==> src/rtl/dbk_pkg.sv <==
`timescale 1ns/1ps
package dbk_pkg;

    localparam int NUM_BANKS = 2;
    localparam int BANK_W    = 1;
    localparam int BURST_LEN = 4;
    localparam int MAX_CL    = 3;

    typedef enum logic [2:0] {
        CMD_NOP = 3'd0,
        CMD_ACT = 3'd1,
        CMD_RD  = 3'd2,
        CMD_WR  = 3'd3,
        CMD_PRE = 3'd4
    } cmd_e;

    typedef enum logic [1:0] {
        BK_IDLE    = 2'd0,
        BK_OPEN    = 2'd1,
        BK_CLOSING = 2'd2
    } bank_st_e;

    typedef struct packed {
        cmd_e              op;
        logic [BANK_W-1:0] bank;
        logic              ap;
    } cmd_t;

    // read latency of 0 is treated as 1
    function automatic logic [1:0] eff_cl(input logic [1:0] cl);
        return (cl == 2'd0) ? 2'd1 : cl;
    endfunction

endpackage

==> src/rtl/dbk_bank_track.sv <==
`timescale 1ns/1ps
module dbk_bank_track import dbk_pkg::*; #(
    parameter int ROW_W = 11,
    parameter int CNT_W = 4
) (
    input  logic             clk,
    input  logic             rst,
    input  logic [CNT_W-1:0] cfg_trdl,
    input  logic [CNT_W-1:0] cfg_trp,
    input  logic             ev_act,
    input  logic             ev_pre,
    input  logic             ev_rd,
    input  logic             ev_wr,
    input  logic             ev_ap,
    input  logic [ROW_W-1:0] ev_row,
    output bank_st_e         st_o,
    output logic [ROW_W-1:0] row_o,
    output logic             ok_o
);
    localparam int TW = CNT_W + 2;

    bank_st_e         st;
    logic [ROW_W-1:0] row;
    logic [TW-1:0]    tmr, tmr_dec, trdl_x, trp_x, close_gap, col_gap, col_val;

    assign trdl_x    = TW'(cfg_trdl);
    assign trp_x     = TW'(cfg_trp);
    assign tmr_dec   = (tmr == '0) ? '0 : tmr - 1'b1;
    assign close_gap = (trp_x == '0) ? '0 : trp_x - 1'b1;

    // wait, counted from the column command, until the bank may close (or reopen)
    always_comb begin
        col_gap = ev_wr ? (TW'(BURST_LEN - 2) + trdl_x) : TW'(BURST_LEN - 1);
        if (ev_ap)
            col_gap = col_gap + trp_x;
        col_val = (col_gap > tmr_dec) ? col_gap : tmr_dec;
    end

    always_ff @(posedge clk) begin
        if (rst) begin
            st  <= BK_IDLE;
            row <= '0;
            tmr <= '0;
        end else if (ev_act) begin
            st  <= BK_OPEN;
            row <= ev_row;
            tmr <= '0;
        end else if (ev_pre) begin
            st  <= BK_CLOSING;
            tmr <= close_gap;
        end else if (ev_rd || ev_wr) begin
            tmr <= col_val;
            if (ev_ap)
                st <= BK_CLOSING;
        end else begin
            tmr <= tmr_dec;
            if (st == BK_CLOSING && tmr == '0)
                st <= BK_IDLE;
        end
    end

    assign st_o  = st;
    assign row_o = row;
    assign ok_o  = (tmr == '0);

endmodule

==> src/rtl/dbk_issue.sv <==
`timescale 1ns/1ps
module dbk_issue import dbk_pkg::*; #(
    parameter int ROW_W = 11,
    parameter int COL_W = 8
) (
    input  logic                 clk,
    input  logic                 rst,
    input  logic [1:0]           cfg_cl,
    input  logic                 req_valid,
    input  logic [BANK_W-1:0]    req_bank,
    input  logic [ROW_W-1:0]     req_row,
    input  logic [COL_W-1:0]     req_col,
    input  logic                 req_write,
    input  logic                 req_ap,
    input  bank_st_e             bank_st  [NUM_BANKS],
    input  logic [ROW_W-1:0]     open_row [NUM_BANKS],
    input  logic [NUM_BANKS-1:0] bank_ok,
    output cmd_t                 nxt,
    output logic [ROW_W-1:0]     nxt_addr,
    output logic                 req_ready
);
    localparam logic [2:0] SPAN = 3'(BURST_LEN - 1);

    logic [2:0] rd_blk, wr_blk, rd_dec, wr_dec, rw_gap;
    logic       col_ok;

    assign rd_dec = (rd_blk == '0) ? '0 : rd_blk - 1'b1;
    assign wr_dec = (wr_blk == '0) ? '0 : wr_blk - 1'b1;
    assign rw_gap = 3'(eff_cl(cfg_cl)) + SPAN;
    assign col_ok = req_write ? (wr_blk == '0) : (rd_blk == '0);

    always_comb begin
        nxt.op    = CMD_NOP;
        nxt.bank  = req_bank;
        nxt.ap    = 1'b0;
        nxt_addr  = '0;
        req_ready = 1'b0;
        if (req_valid) begin
            unique case (bank_st[req_bank])
                BK_IDLE: begin
                    nxt.op   = CMD_ACT;
                    nxt_addr = req_row;
                end
                BK_CLOSING: begin
                    if (bank_ok[req_bank]) begin
                        nxt.op   = CMD_ACT;
                        nxt_addr = req_row;
                    end
                end
                BK_OPEN: begin
                    if (open_row[req_bank] == req_row) begin
                        if (col_ok) begin
                            nxt.op    = req_write ? CMD_WR : CMD_RD;
                            nxt.ap    = req_ap;
                            nxt_addr  = ROW_W'(req_col);
                            req_ready = 1'b1;
                        end
                    end else if (bank_ok[req_bank]) begin
                        nxt.op = CMD_PRE;
                    end
                end
                default: ;
            endcase
        end
    end

    // column spacing shared by both banks
    always_ff @(posedge clk) begin
        if (rst) begin
            rd_blk <= '0;
            wr_blk <= '0;
        end else if (nxt.op == CMD_RD) begin
            rd_blk <= nxt.ap ? SPAN : 3'd0;
            wr_blk <= (rw_gap > wr_dec) ? rw_gap : wr_dec;
        end else if (nxt.op == CMD_WR) begin
            wr_blk <= nxt.ap ? SPAN : 3'd0;
            rd_blk <= (SPAN > rd_dec) ? SPAN : rd_dec;
        end else begin
            rd_blk <= rd_dec;
            wr_blk <= wr_dec;
        end
    end

endmodule

==> src/rtl/dbk_strobes.sv <==
`timescale 1ns/1ps
module dbk_strobes import dbk_pkg::*; (
    input  logic       clk,
    input  logic       rst,
    input  logic [1:0] cfg_cl,
    input  logic       rd_fire,
    input  logic       wr_fire,
    output logic       wdata_en_o,
    output logic       rdata_cap_o
);
    logic [MAX_CL-1:0] rd_pipe;
    logic [2:0]        rcnt, wcnt;
    logic [1:0]        tap;
    logic              cap_start;

    assign tap       = eff_cl(cfg_cl) - 2'd1;
    assign cap_start = rd_pipe[tap];

    always_ff @(posedge clk) begin
        if (rst) begin
            rd_pipe <= '0;
            rcnt    <= '0;
            wcnt    <= '0;
        end else begin
            rd_pipe <= {rd_pipe[MAX_CL-2:0], rd_fire};
            if (cap_start)
                rcnt <= 3'(BURST_LEN);
            else if (rcnt != '0)
                rcnt <= rcnt - 1'b1;
            if (wr_fire)
                wcnt <= 3'(BURST_LEN);
            else if (wcnt != '0)
                wcnt <= wcnt - 1'b1;
        end
    end

    assign rdata_cap_o = (rcnt != '0);
    assign wdata_en_o  = (wcnt != '0);

endmodule

==> src/rtl/dbk_sched.sv <==
`timescale 1ns/1ps
module dbk_sched import dbk_pkg::*; #(
    parameter int ROW_W = 11,
    parameter int COL_W = 8,
    parameter int CNT_W = 4
) (
    input  logic              clk,
    input  logic              rst,
    input  logic [1:0]        cfg_cl,
    input  logic [CNT_W-1:0]  cfg_trdl,
    input  logic [CNT_W-1:0]  cfg_trp,
    input  logic              req_valid,
    output logic              req_ready,
    input  logic [BANK_W-1:0] req_bank,
    input  logic [ROW_W-1:0]  req_row,
    input  logic [COL_W-1:0]  req_col,
    input  logic              req_write,
    input  logic              req_ap,
    output logic [2:0]        cmd_o,
    output logic [BANK_W-1:0] cmd_bank_o,
    output logic [ROW_W-1:0]  cmd_addr_o,
    output logic              cmd_ap_o,
    output logic              wdata_en_o,
    output logic              rdata_cap_o
);
    cmd_t                 nxt;
    logic [ROW_W-1:0]     nxt_addr;
    bank_st_e             bank_st  [NUM_BANKS];
    logic [ROW_W-1:0]     open_row [NUM_BANKS];
    logic [NUM_BANKS-1:0] bank_ok;

    for (genvar b = 0; b < NUM_BANKS; b++) begin : g_bank
        logic sel;
        assign sel = (nxt.bank == BANK_W'(b));
        dbk_bank_track #(.ROW_W(ROW_W), .CNT_W(CNT_W)) u_trk (
            .clk      (clk),
            .rst      (rst),
            .cfg_trdl (cfg_trdl),
            .cfg_trp  (cfg_trp),
            .ev_act   (sel && nxt.op == CMD_ACT),
            .ev_pre   (sel && nxt.op == CMD_PRE),
            .ev_rd    (sel && nxt.op == CMD_RD),
            .ev_wr    (sel && nxt.op == CMD_WR),
            .ev_ap    (nxt.ap),
            .ev_row   (nxt_addr),
            .st_o     (bank_st[b]),
            .row_o    (open_row[b]),
            .ok_o     (bank_ok[b])
        );
    end

    dbk_issue #(.ROW_W(ROW_W), .COL_W(COL_W)) u_issue (
        .clk       (clk),
        .rst       (rst),
        .cfg_cl    (cfg_cl),
        .req_valid (req_valid),
        .req_bank  (req_bank),
        .req_row   (req_row),
        .req_col   (req_col),
        .req_write (req_write),
        .req_ap    (req_ap),
        .bank_st   (bank_st),
        .open_row  (open_row),
        .bank_ok   (bank_ok),
        .nxt       (nxt),
        .nxt_addr  (nxt_addr),
        .req_ready (req_ready)
    );

    dbk_strobes u_strb (
        .clk         (clk),
        .rst         (rst),
        .cfg_cl      (cfg_cl),
        .rd_fire     (nxt.op == CMD_RD),
        .wr_fire     (nxt.op == CMD_WR),
        .wdata_en_o  (wdata_en_o),
        .rdata_cap_o (rdata_cap_o)
    );

    always_ff @(posedge clk) begin
        if (rst) begin
            cmd_o      <= CMD_NOP;
            cmd_bank_o <= '0;
            cmd_addr_o <= '0;
            cmd_ap_o   <= 1'b0;
        end else begin
            cmd_o      <= nxt.op;
            cmd_bank_o <= nxt.bank;
            cmd_addr_o <= nxt_addr;
            cmd_ap_o   <= nxt.ap;
        end
    end

endmodule

==> config.mk <==
export PLATFORM = sky130hd
export DESIGN_NAME = dbk_sched
export DESIGN_NICKNAME = d
export VERILOG_FILES = /design/src/rtl/dbk_pkg.sv /design/src/rtl/dbk_bank_track.sv /design/src/rtl/dbk_issue.sv /design/src/rtl/dbk_strobes.sv /design/src/rtl/dbk_sched.sv
export SDC_FILE = /design/constraint.sdc
export NUM_CORES = 1
export LEC_CHECK = 0
export BUFFER_PORTS_ARGS = -buffer_cell sky130_fd_sc_hd__buf_2
export CORE_ASPECT_RATIO = 0.75
export CORE_MARGIN = 4
export CORE_UTILIZATION = 40
export CTS_CLUSTER_DIAMETER = 60
export DETAILED_ROUTE_END_ITERATION = 10
export PLACE_DENSITY_LB_ADDON = 0.12
export SLEW_MARGIN = 10
export SYNTH_ARGS = -nofsm -noshare
export SYNTH_HDL_FRONTEND = slang
export SYNTH_HIERARCHICAL = 1
export SYNTH_SLANG_ARGS = --single-unit
==> constraint.sdc <==
create_clock -name clk -period 8.9 [get_ports clk]
set_clock_uncertainty 0.05 [all_clocks]
set_input_delay 1.78 -clock clk [delete_from_list [all_inputs] [get_ports clk]]
set_output_delay 1.78 -clock clk [all_outputs]
set_load 0.02 [all_outputs]
# Word level (Yosys, flattened, before mapping)
# Cells that the tools add are included.
op_classes:
  n_addsub: 12
  n_mul: 0
  div_mod_pow: 0
  order_cmp: 7
  eq_ne: 13
  shift: 0
  n_mux: 67
  bitwise_logic: 2
  reduce_logical: 35
ops:
  columns: ["op", "n"]
  rows:
  - ["$mux 6", 13]
  - ["$mux 11", 6]
  - ["$mux 3", 16]
  - ["$pmux 11 s3", 1]
  - ["$mux 2", 12]
  - ["$logic_not 6->1", 3]
  - ["$mux 1", 16]
  - ["$add 6x4->6", 2]
  - ["$gt 6x6->1", 2]
  - ["$reduce_bool 3->1", 4]
  - ["$sub 3x1->3 const B", 4]
  - ["$sub 6x1->6 const B", 2]
  - ["$eq 11x11->1", 1]
  - ["$logic_and 1x1->1", 10]
  - ["$pmux 3 s3", 1]
  - ["$mux 8", 1]
  - ["$reduce_and 2->1", 4]
  - ["$reduce_bool 4->1", 2]
  - ["$reduce_or 2->1", 4]
  - ["$eq 2x2->1 const B", 3]
  - ["$eq 3x2->1 const B", 2]
  - ["$logic_not 3->1", 2]
  - ["$add 2x4->5 const A", 1]
  - ["$sub 4x1->5 const B", 1]
  - ["20 further kinds", 23]
totals:
  register_bits: 69
  latch_bits: 0
  ramBits: 0
  rom_bits: 0
  input_bits: 35
  wordCells: 155
  memories: 0

# Depth between registers and ports, before layout
# Gate-level depths: netlist of the first run.
logic_depth:
  ltp_word: 17
  depth_mapped: 26

# By module
# Netlist of the first run, hierarchy kept.
by_module_without_submodules:
  columns: ["module", "instances", "cells_per_inst", "area_per_inst_um2", "seq_area_each_um2"]
  rows:
  - ["dbk_bank_track (g_bank[1].u_trk)", 1, 165, 1370.1, 380.4]
  - ["dbk_bank_track (g_bank[0].u_trk)", 1, 162, 1355.0, 380.4]
  - ["dbk_issue", 1, 135, 1076.0, 120.1]
  - ["dbk_sched", 1, 46, 584.3, 320.3]
  - ["dbk_strobes", 1, 48, 441.7, 180.2]

# Least setup slack after synthesis of the first run
# No wires, ideal clock.
synth_timing:
  path_type: "input-to-reg"
  startpoint: "in req_bank"
  endpoint: "reg g_bank[0].u_trk.tmr[1]"
  setup_ps: 115
  arrival_time_ps: 6074
  setup_slack_ps: 2661
  cell_stages: 25
  cell_sequence: "buf_6 -> buf_6 -> mux2i_1 -> xnor2_1 -> nor4_2 -> and4_1 -> buf_6 -> buf_12 -> a21oi_1 -> nor2_1 -> buf_6 -> and4bb_1 -> and2_1 -> ha_1 -> inv_1 -> nor4_1 -> a311oi_1 -> nand2_1 -> ha_1 -> and4_1 -> a31o_1 -> a31oi_2 -> buf_6 -> mux2_4 -> o21a_1"
synth_lines:
  columns: ["item", "line", "text"]
  rows:
  - ["start, declared", "dbk_sched.sv:14", "input logic [BANK_W-1:0] req_bank,"]
  - ["end signal, assigned", "dbk_bank_track.sv:50", "tmr <= close_gap;"]
  - ["end signal, assigned", "dbk_bank_track.sv:52", "tmr <= col_val;"]
  - ["end signal, assigned", "dbk_bank_track.sv:56", "tmr <= tmr_dec;"]
  - ["end, declared", "dbk_bank_track.sv:24", "logic [TW-1:0] tmr, tmr_dec, trdl_x, trp_x, close_gap, col_gap, col_val;"]

==> results.yml, run 1 <==
die:
  core-area_um2: 11700
  die_y_um: 103.1
  die_w_um: 134.9
  core.rowCount: 34
  ios: 54
  fp.dieArea_um2: 13910
  initial_core_util_pct: 41.26
detailed_routing:
  viasPerCell: 5.090
  ant_nets: 0
  drt_first_pass_iters: 5
  num_vias: 3909
  totalWireLength_um: 10990
  wl_per_cell_um: 14.31
  drcViolationCount: 0
  drt_iter0_drc: 244
final_layout:
  n_fill_cell: 1169
  final_cells: 768
  fin_nets: 678
  syn_to_final_growth_pct: 12.78
  final_core_util_pct: 46.53
  num_antenna_cells: 0
  layout-drive-gt1-share_pct: 17.00
setup_path:
  worstSetupEndpointType: "flop"
  r2r_start: "g_bank[0].u_trk/tmr[0]"
  path_max_fanout: 26
  cpPeakStageDelay_ps: 530
  startpoint_type: "primary input"
  critPathRequiredTime_ps: 9070
  r2r_setup_slack_ps: 3180
  reg2reg_depth: 23
  path_cells: "buf_2 -> mux2i_1 -> xnor2_1 -> nor4_2 -> and4_1 -> a21oi_1 -> nor2_1 -> and4bb_1 -> and2_1 -> ha_1 -> inv_1 -> nor4_1 -> a311oi_1 -> nand2_1 -> ha_1 -> and4_1 -> a31o_1 -> a31oi_2 -> mux2_4 -> o21a_1"
  reg2reg_to: "g_bank[0].u_trk/tmr[1]"
  crit_slowest_cell: "nor2_1"
  cp_num_buf_inv: 2
  worstPathArrival_ps: 7580
  critPathKind: "in2reg"
  critPathTopFamily: "simple AND/OR/NAND/NOR gates"
synthesis:
  yosys.area.top_type: "dfxtp_1"
  synth_seq_cells: 69
  ys_seq_area_share_pct: 28.62
  synth_top_family_by_area: "simple AND/OR/NAND/NOR gates"
  synth_mux_area_share_pct: 10.60
  synth_common_cells: "71 x nor2_1, 69 x dfxtp_1, 44 x mux2i_1"
  async_reset_ff_share_pct: 0
  synth_nets: 633
  yosysWarningCount: 6
  syn_inst: 556
  synth-simple-area-share_pct: 27.16
  synth_edf_count: 0
  synthFlopType: "dfxtp_1"
  synth-compound-area-share_pct: 11.72
  synthesis.area_um2: 4827
  synth.distinct_cells: 71
  synth_fa_ha_area_share_pct: 11.20
  synth_top_area_share_pct: 28.62
  synth_area_leaders: "dfxtp_1 29%, ha_1 10%, mux2i_1 9.1%"
  synth_xor_area_share_pct: 4.173
  synth_area_per_cell_um2: 8.682
  yosysMostFrequentCell: "nor2_1"
place:
  port_buffers: 53
  place_inst: 752
  place_hpwl_um: 8262
  globalplace.congestion: 0.8385
clocking:
  post-cts-setup-buffers: 0
  path_clk_slew_ps: 50
  cts_tree: "yes"
  cts_root_buf: "clkbuf_16"
  clock-sinks: 69
  numCtsBuffers: 9
  h-tree-depth: 3
  cts_resized: 0
  clkLatencyLatePin_ps: 330
  ctsHoldBuffers: 0
  clk_path_buf_depth: 2
timing:
  setup_viol: 0
  timing.setup.tns_ps: 0
  relSlewSlack_pct: 38.82
  period_minus_slack_ps: 7415
  hold_violations: 0
  period_share_pct: 83.32
  max_freq_mhz: 134.9
  tightest_slew_ps: 917.7
  grt_setup_unrepaired: "false"
  report.final.slew_viol_count: 0
grt:
  met3_usage_pct: 3.317
  grt_pass1_wl_um: 18040
  grt_max_degree: 64
  grt_use_total_pct: 15.91
  grt_overflow: 0
  grtUsageMet2_pct: 23.97
  use_met1_pct: 23.36
  antenna_found_initial: 0
  grt_pass1_vias: 3721
  top_usage_layer: "met2"
power:
  leakage_nw: 2.423
  p_per_area_nw_per_um2: 213.2
  peakVddDrop_mv: 0.1308
hold_path:
  holdPathEnd: "u_strb/rd_pipe[2]"
  hp-class: "reg2reg"
  holdPathStages: 1
  hold_start: "u_strb/rd_pipe[1]"
status:
  status: "complete, no violations"
job:
  cap_viol_max_count: 0
how the worst max path moves through the flow:
stage | start | depth (start not counted) | slack, ps | to
after detailed placement | req_bank | 20 | 1210 | g_bank[0].u_trk/tmr[1]
after CTS | req_bank | 20 | 1550 | g_bank[0].u_trk/tmr[1]
after global placement | req_bank | 20 | 1470 | g_bank[0].u_trk/tmr[1]
final | req_bank | 20 | 1480 | g_bank[0].u_trk/tmr[1]
after floorplan | req_bank | 25 | 2660 | g_bank[0].u_trk/tmr[1]
after global routing | req_bank | 20 | 1050 | g_bank[0].u_trk/tmr[1]
final cells by class:
cell class	instances	area [um2]	area share [%]
Inverter	36	135.1	2.482
Clock inverter	5	36.28	0.6665
Multi-Input combinational cell	427	3143	57.73
Sequential cell	69	1381	25.37
Timing Repair Buffer	58	302.8	5.562
Tap cell	162	202.7	3.723
Clock buffer	11	242.7	4.459
worst reg2reg max path, delay by kind of cell, from the launching register on:
kind,cells,cell delay (ps)
AOI/OAI and AO/OA,6,1460
buffers and inverters,4,640
muxes,1,350
DFF,1,350
adders and majority gates,3,760
and+or+nand+nor,9,2000
state kept, by name, indices dropped and copies added, names as in the netlist:
name                cells
u_issue/rd_blk          3
cmd_bank_o              1
cmd_addr_o             11
u_strb/rd_pipe          3
u_issue/wr_blk          3
g_bank.u_trk/row_o     22
cmd_ap_o                1
g_bank.u_trk/st_o       4
g_bank.u_trk/tmr       12
u_strb/rcnt             3
cmd_o                   3
u_strb/wcnt             3
layout by cell type (no fill, tap or decap), types with 7 or more instances in the layout:
cell	instances
clkbuf_16	9
nor3_1	14
nor2_1	71
inv_1	35
mux2i_1	44
ha_1	40
buf_2	53
o21ai_0	7
nand3_1	10
dfxtp_1	69
xnor2_1	13
xor2_1	10
nor2b_1	32
a22oi_1	9
a21oi_1	28
and2_1	15
nand2b_1	11
nand2_1	27
kinds of logic (layout without fill, tap and decap cells):
| logic type | count (synthesis) | after routing |
|---|---|---|
| buffers and inverters | 60 | 110 |
| AND/OR/NAND/NOR | 231 | 231 |
| adder cells (fa/ha/maj) | 42 | 42 |
| other | 1 | 1 |
| XOR/XNOR | 23 | 23 |
| multiplexers | 50 | 50 |
| flip-flops | 69 | 69 |
| AO/OA/AOI/OAI | 80 | 80 |
per-layer routing:
metal  share of wire [%]  vias to the layer above
met3                 3.1                       12
met2                  42                       51
met5                   0                        -
li1                    -                     2024
met4                0.85                        0
met1                  54                     1822
power by group:
part / leakage (nW) / internal (mW) / switching (mW)
Clock: 0.128 / 0.196 / 0.130
Sequential: 0.561 / 0.342 / 0.0255
Combinational: 1.73 / 0.203 / 0.264
Total: 2.42 / 0.741 / 0.419
per-stage QoR:
step	cell area (um2)	total power [mW]	setup slack [ps]	hold WS (ps)
finish	5444	1.161	1485	414.6
global route	5444	1.247	1050	431.1
CTS	5444	1.173	1554	415.7
detailed placement	5165	0.8384	1205	402.4
global placement	5165	0.8210	1466	401.3
floorplan	4827	0.7249	2661	387.4
(Power assumes the default switching activity.)
==> inputs of run 2 (changes only) <==
ABC_AREA = 1   (was not set)
clock period = 6.35 ns   (was 8.9 ns; I/O delays follow)
==> run 2 against run 1 <==
Effect of this change: combinational power up 98%; design area rose by 6.2%; via count increased by 24%; non-clock buffer count shrank 1; synthesized cell count rose by 43%; worst setup slack got worse by 840 ps; sequential power is 43% higher; hold slack lost 48 ps; critical path type unchanged.
==> results.yml, run 2 <==
status:
  status: "complete, no violations"
grt:
  grt_pass1_wl_um: 20730
  grt_overflow: 0
  grt_max_degree: 54
  grt_pass1_vias: 4390
  antenna_found_initial: 0
  grt_use_total_pct: 16.81
die:
  core.rowCount: 35
  initial_core_util_pct: 41.12
  die_y_um: 105.8
  core-area_um2: 12390
  fp.dieArea_um2: 14630
  ios: 54
  die_w_um: 138.3
synthesis:
  ys_seq_area_share_pct: 27.11
  synth_mux_area_share_pct: 0.4665
  synth_top_family_by_area: "simple AND/OR/NAND/NOR gates"
  synth_nets: 870
  syn_inst: 793
  yosysWarningCount: 6
  async_reset_ff_share_pct: 0
  synth_common_cells: "227 x nand2_1, 141 x inv_1, 69 x dfxtp_1"
  synth_area_leaders: "dfxtp_1 27%, nand2_1 17%, inv_1 10%"
  synth.distinct_cells: 48
  yosys.area.top_type: "dfxtp_1"
  synth_top_area_share_pct: 27.11
  yosysMostFrequentCell: "nand2_1"
  synthFlopType: "dfxtp_1"
  synth_xor_area_share_pct: 0.1719
  synth_fa_ha_area_share_pct: 10.61
  synth_seq_cells: 69
  synth_edf_count: 0
  synth-simple-area-share_pct: 36.93
  synth_area_per_cell_um2: 6.426
  synth-compound-area-share_pct: 10.95
  synthesis.area_um2: 5096
power:
  p_per_area_nw_per_um2: 335.5
  power.share.sequential_pct: 27.1
  comb_power_share_pct: 47.7
  switching_share_pct: 41.52
  clock_power_share_pct: 25.2
  leakage_nw: 3.125
  internal_power_mw: 1.134
  total_power_mw: 1.940
  p_switching_mw: 0.8055
  peakVddDrop_mv: 0.2427
final_layout:
  final_core_util_pct: 46.65
  largest_reg_flops: 22
  num_antenna_cells: 0
  mostFrequentLayoutCells: "227 x nand2_1, 141 x inv_1, 69 x dfxtp_1, 60 x nand3_1, 59 x nor2_1"
  fin_area_um2: 5782
  final_cells: 1016
  syn_to_final_growth_pct: 13.45
  layout-drive-gt1-share_pct: 16.00
  fin_nets: 922
  layout_commonest_cell: "nand2_1"
setup_path:
  critPathRequiredTime_ps: 6520
  critPathKind: "in2reg"
  startpoint_type: "primary input"
  r2r_setup_slack_ps: 1440
  path_max_fanout: 23
  critPathLaunch: "req_bank"
  cpPeakStageDelay_ps: 700
  r2r_start: "g_bank[1].u_trk/tmr[0]"
  path_common_cell: "nand2_1"
  crit_slowest_cell: "a2111oi_0"
  reg2reg_to: "g_bank[0].u_trk/tmr[1]"
  reg2reg_depth: 35
  worstPathArrival_ps: 5880
  worstSetupEndpointType: "flop"
timing:
  max_freq_mhz: 175.4
  relSlewSlack_pct: 32.48
  setup_ws_ps: 648.5
  period_minus_slack_ps: 5702
  tightest_slew_ps: 1009
  timing.setup.tns_ps: 0
  whs_ps: 366.1
  grt_setup_unrepaired: "false"
  hold_violations: 0
  setup_viol: 0
  report.final.slew_viol_count: 0
  period_share_pct: 89.79
place:
  globalplace.congestion: 0.8489
  place_inst: 1000
  port_buffers: 53
  pre_cts_ws_ps: 319.0
  place_hpwl_um: 9243
  place_area_um2: 5489
clocking:
  cts_root_buf: "clkbuf_16"
  clkLatencyLatePin_ps: 330
  clock-sinks: 69
  h-tree-depth: 3
  path_clk_slew_ps: 50
  cts_tree: "yes"
  post-cts-setup-buffers: 0
  clk_path_buf_depth: 2
  ctsHoldBuffers: 0
  numCtsBuffers: 9
  cts_resized: 0
detailed_routing:
  ant_nets: 0
  wl_per_cell_um: 11.93
  drcViolationCount: 0
  totalWireLength_um: 12120
  drt_iter0_drc: 311
  drt_first_pass_iters: 5
  viasPerCell: 4.773
  num_vias: 4849
hold_path:
  holdPathStages: 2
  hold_start: "u_strb/rd_pipe[0]"
  holdPathEnd: "u_strb/rd_pipe[1]"
  hp-class: "reg2reg"
job:
  cap_viol_max_count: 0
run 2: changes by cell type after synthesis, moves of 28 or more:
cell and change:
a21oi_1 +28, inv_1 +106, mux2i_1 -43, nand2_1 +200, nand3_1 +50, nor2b_1 -32
run 2: area by class of cell:
class / count / area [um2]
Inverter: 155 / 588.1
Tap cell: 166 / 207.7
Multi-Input combinational cell: 553 / 3017
Clock inverter: 5 / 50.05
Sequential cell: 69 / 1381
Fill cell: 1277 / 6611
Timing Repair Buffer: 57 / 295.3
Clock buffer: 11 / 242.7
run 2: metal layers:
metal  part of all wire (%)  GRT usage (%)
met4                   0.82          3.597
met3                    5.0          3.401
met5                      0              0
met1                     53          25.04
met2                     41          24.93
run 2: worst max-delay path by stage:
stage                                   to  slack, ps  depth (start not counted)
CTS                 g_bank[0].u_trk/tmr[1]        650                         33
finish              g_bank[0].u_trk/tmr[1]        650                         33
floorplan           g_bank[0].u_trk/tmr[1]       1450                         33
global placement    g_bank[0].u_trk/tmr[1]        380                         33
global route        g_bank[0].u_trk/tmr[5]        100                         32
detailed placement  g_bank[0].u_trk/tmr[1]        320                         33
run 2: cell families (layout without fill, tap and decap cells):
kind of cell / after synthesis / after routing
xor+xnor: 1 / 1
flops: 69 / 69
buf+inv: 171 / 228
fa+ha+maj: 42 / 42
other cells: 1 / 1
simple gates: 406 / 406
compound gates: 101 / 101
mux: 2 / 2
run 2: power by group through the flow:
stage / Combinational [mW] / Sequential (mW) / Clock, mW
6_report: 0.925 / 0.526 / 0.489
3_5_place_dp: 0.917 / 0.534 / 0
5_1_grt: 1.05 / 0.532 / 0.524
3_3_place_gp: 0.903 / 0.533 / 0
2_1_floorplan: 0.732 / 0.531 / 0
4_1_cts: 0.923 / 0.526 / 0.503
run 2: worst max-delay path, delay by kind of cell:
kind / cells / cell delay [ps]
adders and majority gates: 3 / 890
and+or+nand+nor: 20 / 1790
buffers and inverters: 7 / 970
AOI/OAI and AO/OA: 3 / 960
